`src/rtl/prr_pkg.sv`:
```
package prr_pkg;
  typedef enum logic [1:0] {
    SQ_IDLE,
    SQ_SETTLE,
    SQ_OFFER,
    SQ_DRAIN
  } seq_state_t;

  typedef enum logic [1:0] {
    RX_IDLE,
    RX_START,
    RX_DATA,
    RX_STOP
  } rx_state_t;
endpackage

```
`src/rtl/prr_uart_rx.sv`:
```
module prr_uart_rx #(
  parameter int CLKS_PER_BIT = 16
) (
  input  logic       clk,
  input  logic       rst_n,
  input  logic       rxd_i,
  output logic       valid_o,
  output logic [7:0] byte_o
);
  import prr_pkg::*;

  localparam int CW      = $clog2(CLKS_PER_BIT + 1);
  localparam int HALF_M1 = (CLKS_PER_BIT / 2 > 0) ? CLKS_PER_BIT / 2 - 1 : 0;

  logic [1:0]    sync_q;
  logic          rx_s;
  rx_state_t     state_q;
  logic [CW-1:0] cnt_q;
  logic [2:0]    bit_q;
  logic [7:0]    shift_q;

  assign rx_s = sync_q[1];

  always_ff @(posedge clk) begin
    if (!rst_n) begin
      sync_q  <= 2'b11;
      state_q <= RX_IDLE;
      cnt_q   <= '0;
      bit_q   <= '0;
      shift_q <= '0;
      valid_o <= 1'b0;
      byte_o  <= '0;
    end else begin
      sync_q  <= {sync_q[0], rxd_i};
      valid_o <= 1'b0;
      unique case (state_q)
        RX_IDLE: begin
          cnt_q <= '0;
          if (!rx_s) state_q <= RX_START;
        end
        RX_START: begin
          if (cnt_q == CW'(HALF_M1)) begin
            cnt_q   <= '0;
            bit_q   <= '0;
            state_q <= rx_s ? RX_IDLE : RX_DATA;
          end else begin
            cnt_q <= cnt_q + 1'b1;
          end
        end
        RX_DATA: begin
          if (cnt_q == CW'(CLKS_PER_BIT - 1)) begin
            cnt_q   <= '0;
            shift_q <= {rx_s, shift_q[7:1]};
            if (bit_q == 3'd7) state_q <= RX_STOP;
            else               bit_q   <= bit_q + 1'b1;
          end else begin
            cnt_q <= cnt_q + 1'b1;
          end
        end
        RX_STOP: begin
          if (cnt_q == CW'(CLKS_PER_BIT - 1)) begin
            valid_o <= rx_s;
            byte_o  <= shift_q;
            state_q <= RX_IDLE;
          end else begin
            cnt_q <= cnt_q + 1'b1;
          end
        end
        default: state_q <= RX_IDLE;
      endcase
    end
  end

  // a byte is reported only at the end of a stop bit
  a_r7_valid_after_stop: assert property (@(posedge clk) disable iff (!rst_n)
    valid_o |-> $past(state_q == RX_STOP));
endmodule

```
`src/rtl/prr_uart_tx.sv`:
```
module prr_uart_tx #(
  parameter int CLKS_PER_BIT = 16
) (
  input  logic       clk,
  input  logic       rst_n,
  input  logic       valid_i,
  input  logic [7:0] data_i,
  output logic       ready_o,
  output logic       txd_o
);
  localparam int CW = $clog2(CLKS_PER_BIT + 1);

  logic          busy_q;
  logic [9:0]    frame_q;
  logic [CW-1:0] cnt_q;
  logic [3:0]    nbit_q;

  assign ready_o = !busy_q;
  assign txd_o   = busy_q ? frame_q[0] : 1'b1;

  always_ff @(posedge clk) begin
    if (!rst_n) begin
      busy_q  <= 1'b0;
      frame_q <= '1;
      cnt_q   <= '0;
      nbit_q  <= '0;
    end else if (!busy_q) begin
      if (valid_i) begin
        busy_q  <= 1'b1;
        frame_q <= {1'b1, data_i, 1'b0};
        cnt_q   <= '0;
        nbit_q  <= '0;
      end
    end else if (cnt_q == CW'(CLKS_PER_BIT - 1)) begin
      cnt_q   <= '0;
      frame_q <= {1'b1, frame_q[9:1]};
      if (nbit_q == 4'd9) busy_q <= 1'b0;
      else                nbit_q <= nbit_q + 1'b1;
    end else begin
      cnt_q <= cnt_q + 1'b1;
    end
  end

  // an accepted byte starts with a low start bit on the next cycle
  a_r5_start_bit: assert property (@(posedge clk) disable iff (!rst_n)
    (valid_i && ready_o) |=> (!txd_o && !ready_o));
endmodule

```
`src/rtl/prr_page_seq.sv`:
```
module prr_page_seq #(
  parameter int ADDR_W        = 15,
  parameter int DATA_W        = 8,
  parameter int PAGE_BITS     = 8,
  parameter int SETTLE_CYCLES = 3
) (
  input  logic              clk,
  input  logic              rst_n,
  input  logic              cmd_valid_i,
  input  logic [7:0]        cmd_byte_i,
  output logic [ADDR_W-1:0] mem_addr_o,
  input  logic [DATA_W-1:0] mem_data_i,
  output logic              tx_valid_o,
  output logic [DATA_W-1:0] tx_data_o,
  input  logic              tx_ready_i
);
  import prr_pkg::*;

  localparam int IDX_W = ADDR_W - PAGE_BITS;
  localparam int SW    = $clog2(SETTLE_CYCLES + 1);

  seq_state_t        state_q;
  logic [SW-1:0]     cnt_q;
  logic [ADDR_W-1:0] addr_q;
  logic [DATA_W-1:0] hold_q;
  logic              last_byte;

  assign mem_addr_o = addr_q;
  assign tx_data_o  = hold_q;
  assign tx_valid_o = (state_q == SQ_OFFER);
  assign last_byte  = &addr_q[PAGE_BITS-1:0];

  always_ff @(posedge clk) begin
    if (!rst_n) begin
      state_q <= SQ_IDLE;
      cnt_q   <= '0;
      addr_q  <= '0;
      hold_q  <= '0;
    end else begin
      unique case (state_q)
        SQ_IDLE: if (cmd_valid_i) begin
          addr_q  <= ADDR_W'({cmd_byte_i, {PAGE_BITS{1'b0}}});
          cnt_q   <= '0;
          state_q <= SQ_SETTLE;
        end
        SQ_SETTLE: begin
          if (cnt_q == SW'(SETTLE_CYCLES - 1)) begin
            hold_q  <= mem_data_i;
            state_q <= SQ_OFFER;
          end else begin
            cnt_q <= cnt_q + 1'b1;
          end
        end
        SQ_OFFER: if (tx_ready_i) begin
          if (last_byte) begin
            state_q <= SQ_DRAIN;
          end else begin
            addr_q  <= addr_q + 1'b1;
            cnt_q   <= '0;
            state_q <= SQ_SETTLE;
          end
        end
        SQ_DRAIN: if (tx_ready_i) state_q <= SQ_IDLE;
        default:  state_q <= SQ_IDLE;
      endcase
    end
  end

  // an accepted command places the address at the start of the page
  a_r2_page_base: assert property (@(posedge clk) disable iff (!rst_n)
    (state_q == SQ_IDLE && cmd_valid_i) |=>
      (mem_addr_o[PAGE_BITS-1:0] == '0 &&
       mem_addr_o[ADDR_W-1:PAGE_BITS] == $past(cmd_byte_i[IDX_W-1:0])));

  // the address does not move while waiting to sample
  a_r4_addr_hold: assert property (@(posedge clk) disable iff (!rst_n)
    (state_q == SQ_SETTLE && $past(state_q == SQ_SETTLE)) |-> $stable(mem_addr_o));

  // a refused offer keeps the byte and the address
  a_r8_offer_hold: assert property (@(posedge clk) disable iff (!rst_n)
    (tx_valid_o && !tx_ready_i) |=> (tx_valid_o && $stable(tx_data_o) && $stable(mem_addr_o)));

  // a command during a busy period moves nothing except through a handoff
  a_r6_drop_busy: assert property (@(posedge clk) disable iff (!rst_n)
    (cmd_valid_i && state_q != SQ_IDLE && !(tx_valid_o && tx_ready_i)) |=> $stable(mem_addr_o));
endmodule

```
`src/rtl/prom_page_uart.sv`:
```
module prom_page_uart #(
  parameter int CLKS_PER_BIT  = 16,
  parameter int SETTLE_CYCLES = 3,
  parameter int ADDR_W        = 15,
  parameter int DATA_W        = 8,
  parameter int PAGE_BITS     = 8
) (
  input  logic              clk,
  input  logic              rst_n,
  input  logic              ser_rx_i,
  output logic              ser_tx_o,
  output logic [ADDR_W-1:0] mem_addr_o,
  input  logic [DATA_W-1:0] mem_data_i
);
  logic       cmd_valid;
  logic [7:0] cmd_byte;
  logic       tx_valid;
  logic [7:0] tx_data;
  logic       tx_ready;

  prr_uart_rx #(.CLKS_PER_BIT(CLKS_PER_BIT)) u_rx (
    .clk(clk), .rst_n(rst_n), .rxd_i(ser_rx_i),
    .valid_o(cmd_valid), .byte_o(cmd_byte)
  );

  prr_page_seq #(
    .ADDR_W(ADDR_W), .DATA_W(DATA_W),
    .PAGE_BITS(PAGE_BITS), .SETTLE_CYCLES(SETTLE_CYCLES)
  ) u_seq (
    .clk(clk), .rst_n(rst_n),
    .cmd_valid_i(cmd_valid), .cmd_byte_i(cmd_byte),
    .mem_addr_o(mem_addr_o), .mem_data_i(mem_data_i),
    .tx_valid_o(tx_valid), .tx_data_o(tx_data), .tx_ready_i(tx_ready)
  );

  prr_uart_tx #(.CLKS_PER_BIT(CLKS_PER_BIT)) u_tx (
    .clk(clk), .rst_n(rst_n), .valid_i(tx_valid), .data_i(tx_data),
    .ready_o(tx_ready), .txd_o(ser_tx_o)
  );
endmodule

```
`config.mk`:
```
export PLATFORM = sky130hd
export DESIGN_NAME = prom_page_uart
export DESIGN_NICKNAME = d
export VERILOG_FILES = /design/src/rtl/prr_pkg.sv /design/src/rtl/prr_uart_rx.sv /design/src/rtl/prr_uart_tx.sv /design/src/rtl/prr_page_seq.sv /design/src/rtl/prom_page_uart.sv
export SDC_FILE = /design/constraint.sdc
export NUM_CORES = 1
export LEC_CHECK = 0
export BUFFER_PORTS_ARGS = -buffer_cell sky130_fd_sc_hd__buf_4
export CAP_MARGIN = 20
export CORE_ASPECT_RATIO = 0.7
export CORE_MARGIN = 1.5
export CORE_UTILIZATION = 59
export CTS_CLUSTER_SIZE = 8
export DETAILED_ROUTE_END_ITERATION = 16
export HOLD_SLACK_MARGIN = 0.1
export PLACE_DENSITY = 0.81
export SLEW_MARGIN = 0
export SYNTH_ARGS = -nofsm -noshare
export SYNTH_HDL_FRONTEND = slang
export SYNTH_SLANG_ARGS = --single-unit
```
`constraint.sdc`:
```
create_clock -name clk -period 2.77 [get_ports clk]
set_clock_uncertainty 0.15 [all_clocks]
set_input_delay 0.1385 -clock clk [delete_from_list [all_inputs] [get_ports clk]]
set_output_delay 0.1385 -clock clk [all_outputs]
set_load 0.01 [all_outputs]
```
==> results by group <==
Synth
  – Cell taking the most area after synthesis: dfxtp_1
  – Fraction of registers with async set/reset: 0%
  – Cell variety after synth: between 50 and 60
  – Mux share of post-synthesis cell area: around 5.2%
  – Cells after synthesis: 398
  – Primary FF master, synth: dfxtp_1
  – Synthesis-stage register bit count: 74
  – EDFF count, synth: 0
  – Synth Area in XOR/XNOR: less than 1%
  – Post-synth top area share: a little over two fifths
  – Post-synthesis sequential area ratio: 43.9%
  – Synth Area in Compound Gates: between 10% and 20%
  – Main combinational cell family by area after synthesis: simple AND/OR/NAND/NOR gates
  – Largest cells by area after synthesis: dfxtp_1, nand2_1, a21oi_1
  – Post-synthesis cell area: roughly 3400 um^2
  – Post-Synth Simple-Gate Area: around 25%
  – Yosys Warn Count: 0
  – Syn nets: 419
  – Post-Synthesis Mean Instance Area: 8.47 um^2
  – Post-Synth Adder-Cell Area: between 3 and 4%

Global routing
  – Overflow left after global routing: 0
  – Largest net degree at the start of global routing: 31
  – Vias in the first global route: around 2,700
  – First-pass GRT wire length: between 10 and 15 mm
  – GRT Total Usage: a little over a quarter
  – Initial antenna violation count: 0

Floorplan
  – Row count: 22
  – Die X: between 90 and 100 um
  – Ports: 27
  – Die height: ~66 um
  – Core Region: between 5000 and 6000 um^2
  – Initial Util: a little over three fifths
  – Die Area: between 6000 and 7000 um^2

Power
  – LEAKAGE: roughly 0.0015 uW
  – Peak VDD IR: 0.449 mV
  – Power per Cell Area: around 540 nW/um^2

Drt
  – Starting DRT DRC Count: between 200 and 300
  – WL/cell: 15.1 um
  – Drt drc: 0
  – Drt total wl: 7.62 mm
  – First-pass DRT Iterations: 5
  – Vias after detailed routing: approximately 3,000
  – Antenna viol nets, final: 0
  – Vias per inst: between 5 and 6

STA
  – Fmax: 446 MHz
  – Slew Viols, Final: 0
  – Min Tclk post-route: about 2200 ps
  – Finish-stage setup viols: 0
  – Worst slew pin tran: ~660 ps
  – Period utilization: between 80% and 90%
  – Rel. slew slack: approximately 55%
  – TNS Setup: 0 ps
  – Worst Hold Slack: roughly 270 ps
  – Final Hold Viols: 0
  – Unrepaired setup endpoints after global routing: false

Clocking
  – Maximum buffer depth of the clock tree: 2
  – Root Driver: clkbuf_8
  – CTS H-Tree Depth: 3
  – CTS clk-pin slew, worst paths: 80 ps
  – CTS tree: done
  – Post_cts resized: 0
  – Cts hold-fix bufs: 11
  – Post-CTS Setup Bufs: 0
  – Worst skew pair latency: between 300 and 400 ps
  – CTS buffer count: 9
  – CTS Sinks: 74

Critical path
  – Crit path capture type: flop
  – Req. time, crit path: roughly 2900 ps
  – Startpoint types: flop
  – Crit Path Max Fanout: 5
  – CP Class: flop to flop
  – Critical path arrival: 2320 ps

Hold path
  – Worst min-delay path class: flop to flop

Final layout
  – Post-route cell area: slightly below 4000 um^2
  – Nets: between 400 and 500
  – Multi-input logic area: 1760 um^2
  – Commonest cells after routing, fill and taps aside: nand2_1, dfxtp_1, a21oi_1
  – N_diodes: 0
  – Filler cells: 423
  – Share of cells above drive strength 1: 13.4%
  – Register area: roughly 1500 um^2
  – Most common cell after layout, fill and taps aside: nand2_1
  – Synth-to-layout area growth: 17.0%

Placed design
  – Number of port buffers: 26
  – Gpl congestion: approximately 0.83
  – Placed Instance Area: ~3600 um^2
  – Post-DP HPWL: 5.12 mm

Outcome
  – Outcome: complete, no violations

Flow run
  – Max-cap violation count: 0
## layout make-up
| class | count | share of cell area [%] |
|---|---|---|
| Clock buffer | 9 | 3.14 |
| Clock inverter | 7 | 2.98 |
| Inverter | 7 | 0.666 |
| Multi-Input combinational cell | 295 | 44.7 |
| Sequential cell | 74 | 37.5 |
| Tap cell | 72 | 2.28 |
| Timing Repair Buffer | 42 | 8.69 |
## cell families after synthesis
family	after synthesis
simple gates	173
compound gates	92
flops	74
buf+inv	29
mux	17
fa+ha+maj	10
xor+xnor	3
## synthesized netlist by cell type, types with 3 or more instances
cell type  number
mux2i_1        14
a21oi_1        39
nand2_1        78
nor4b_1         3
nand3_1         7
ha_1           10
nand2b_1       11
inv_1           6
o21ai_0         8
a211oi_1       10
mux2_2          3
nor2b_1         4
a22oi_1         3
clkbuf_1       17
nor3_1          8
and3_1          6
nor2_1         30
nand4_1         4
dfxtp_1        74
a31o_2          3
o211ai_1        7
or3_1           5
## power by group
group | internal (uW) | leakage (uW) | switching (uW)
sequential | 1070 | 0.000597 | 5.82
clock | 598 | 0.000123 | 416
combinational | 30.5 | 0.000767 | 32.1
## worst paths after layout
kind                       start        endpoint  slack, ps  cells after the start
setup / recovery   u_rx.cnt_q[0]   u_rx.bit_q[1]        530                      7
hold / removal    u_rx.sync_q[0]  u_rx.sync_q[1]        270                      1
setup reg to reg   u_rx.cnt_q[0]   u_rx.bit_q[1]        530                      7
hold reg to reg   u_rx.sync_q[0]  u_rx.sync_q[1]        270                      1
## per-layer routing
layer	wire length [um]	GRT usage, %
met2	3260	41.0
met4	128	9.66
met1	3660	37.0
met3	576	7.93
met5	0	0
## worst max-delay path, stage by stage, from the launching register on
cell	delay, ps
dfxtp_1	370
ha_1	230
and3_1	200
ha_1	190
nor4bb_1	510
mux2i_1	220
a22oi_1	190
nor2_1	70
## registers in the layout, indices dropped and copies added, names as in the netlist, 2 cells and up, named ones only
signal,flops
u_tx.nbit_q,4
u_rx.byte_o,7
u_seq.mem_addr_o,15
u_seq.state_q,2
u_seq.cnt_q,2
u_rx.bit_q,3
u_tx.frame_q,9
u_rx.shift_q,8
u_rx.sync_q,2
u_rx.cnt_q,5
u_tx.cnt_q,5
u_seq.tx_data_o,8
## metrics by stage
step           power [uW]  instances  utilization (%)  setup WS [ps]
2_1_floorplan        1120        398                -            839
5_1_grt              2220        506             73.5            291
4_1_cts              2160        506             73.5            577
3_5_place_dp         1150        479             67.0            619
6_report             2150        506             73.5            526
3_3_place_gp         1150        479             67.0            683
Power figures use the tool's default switching activity.
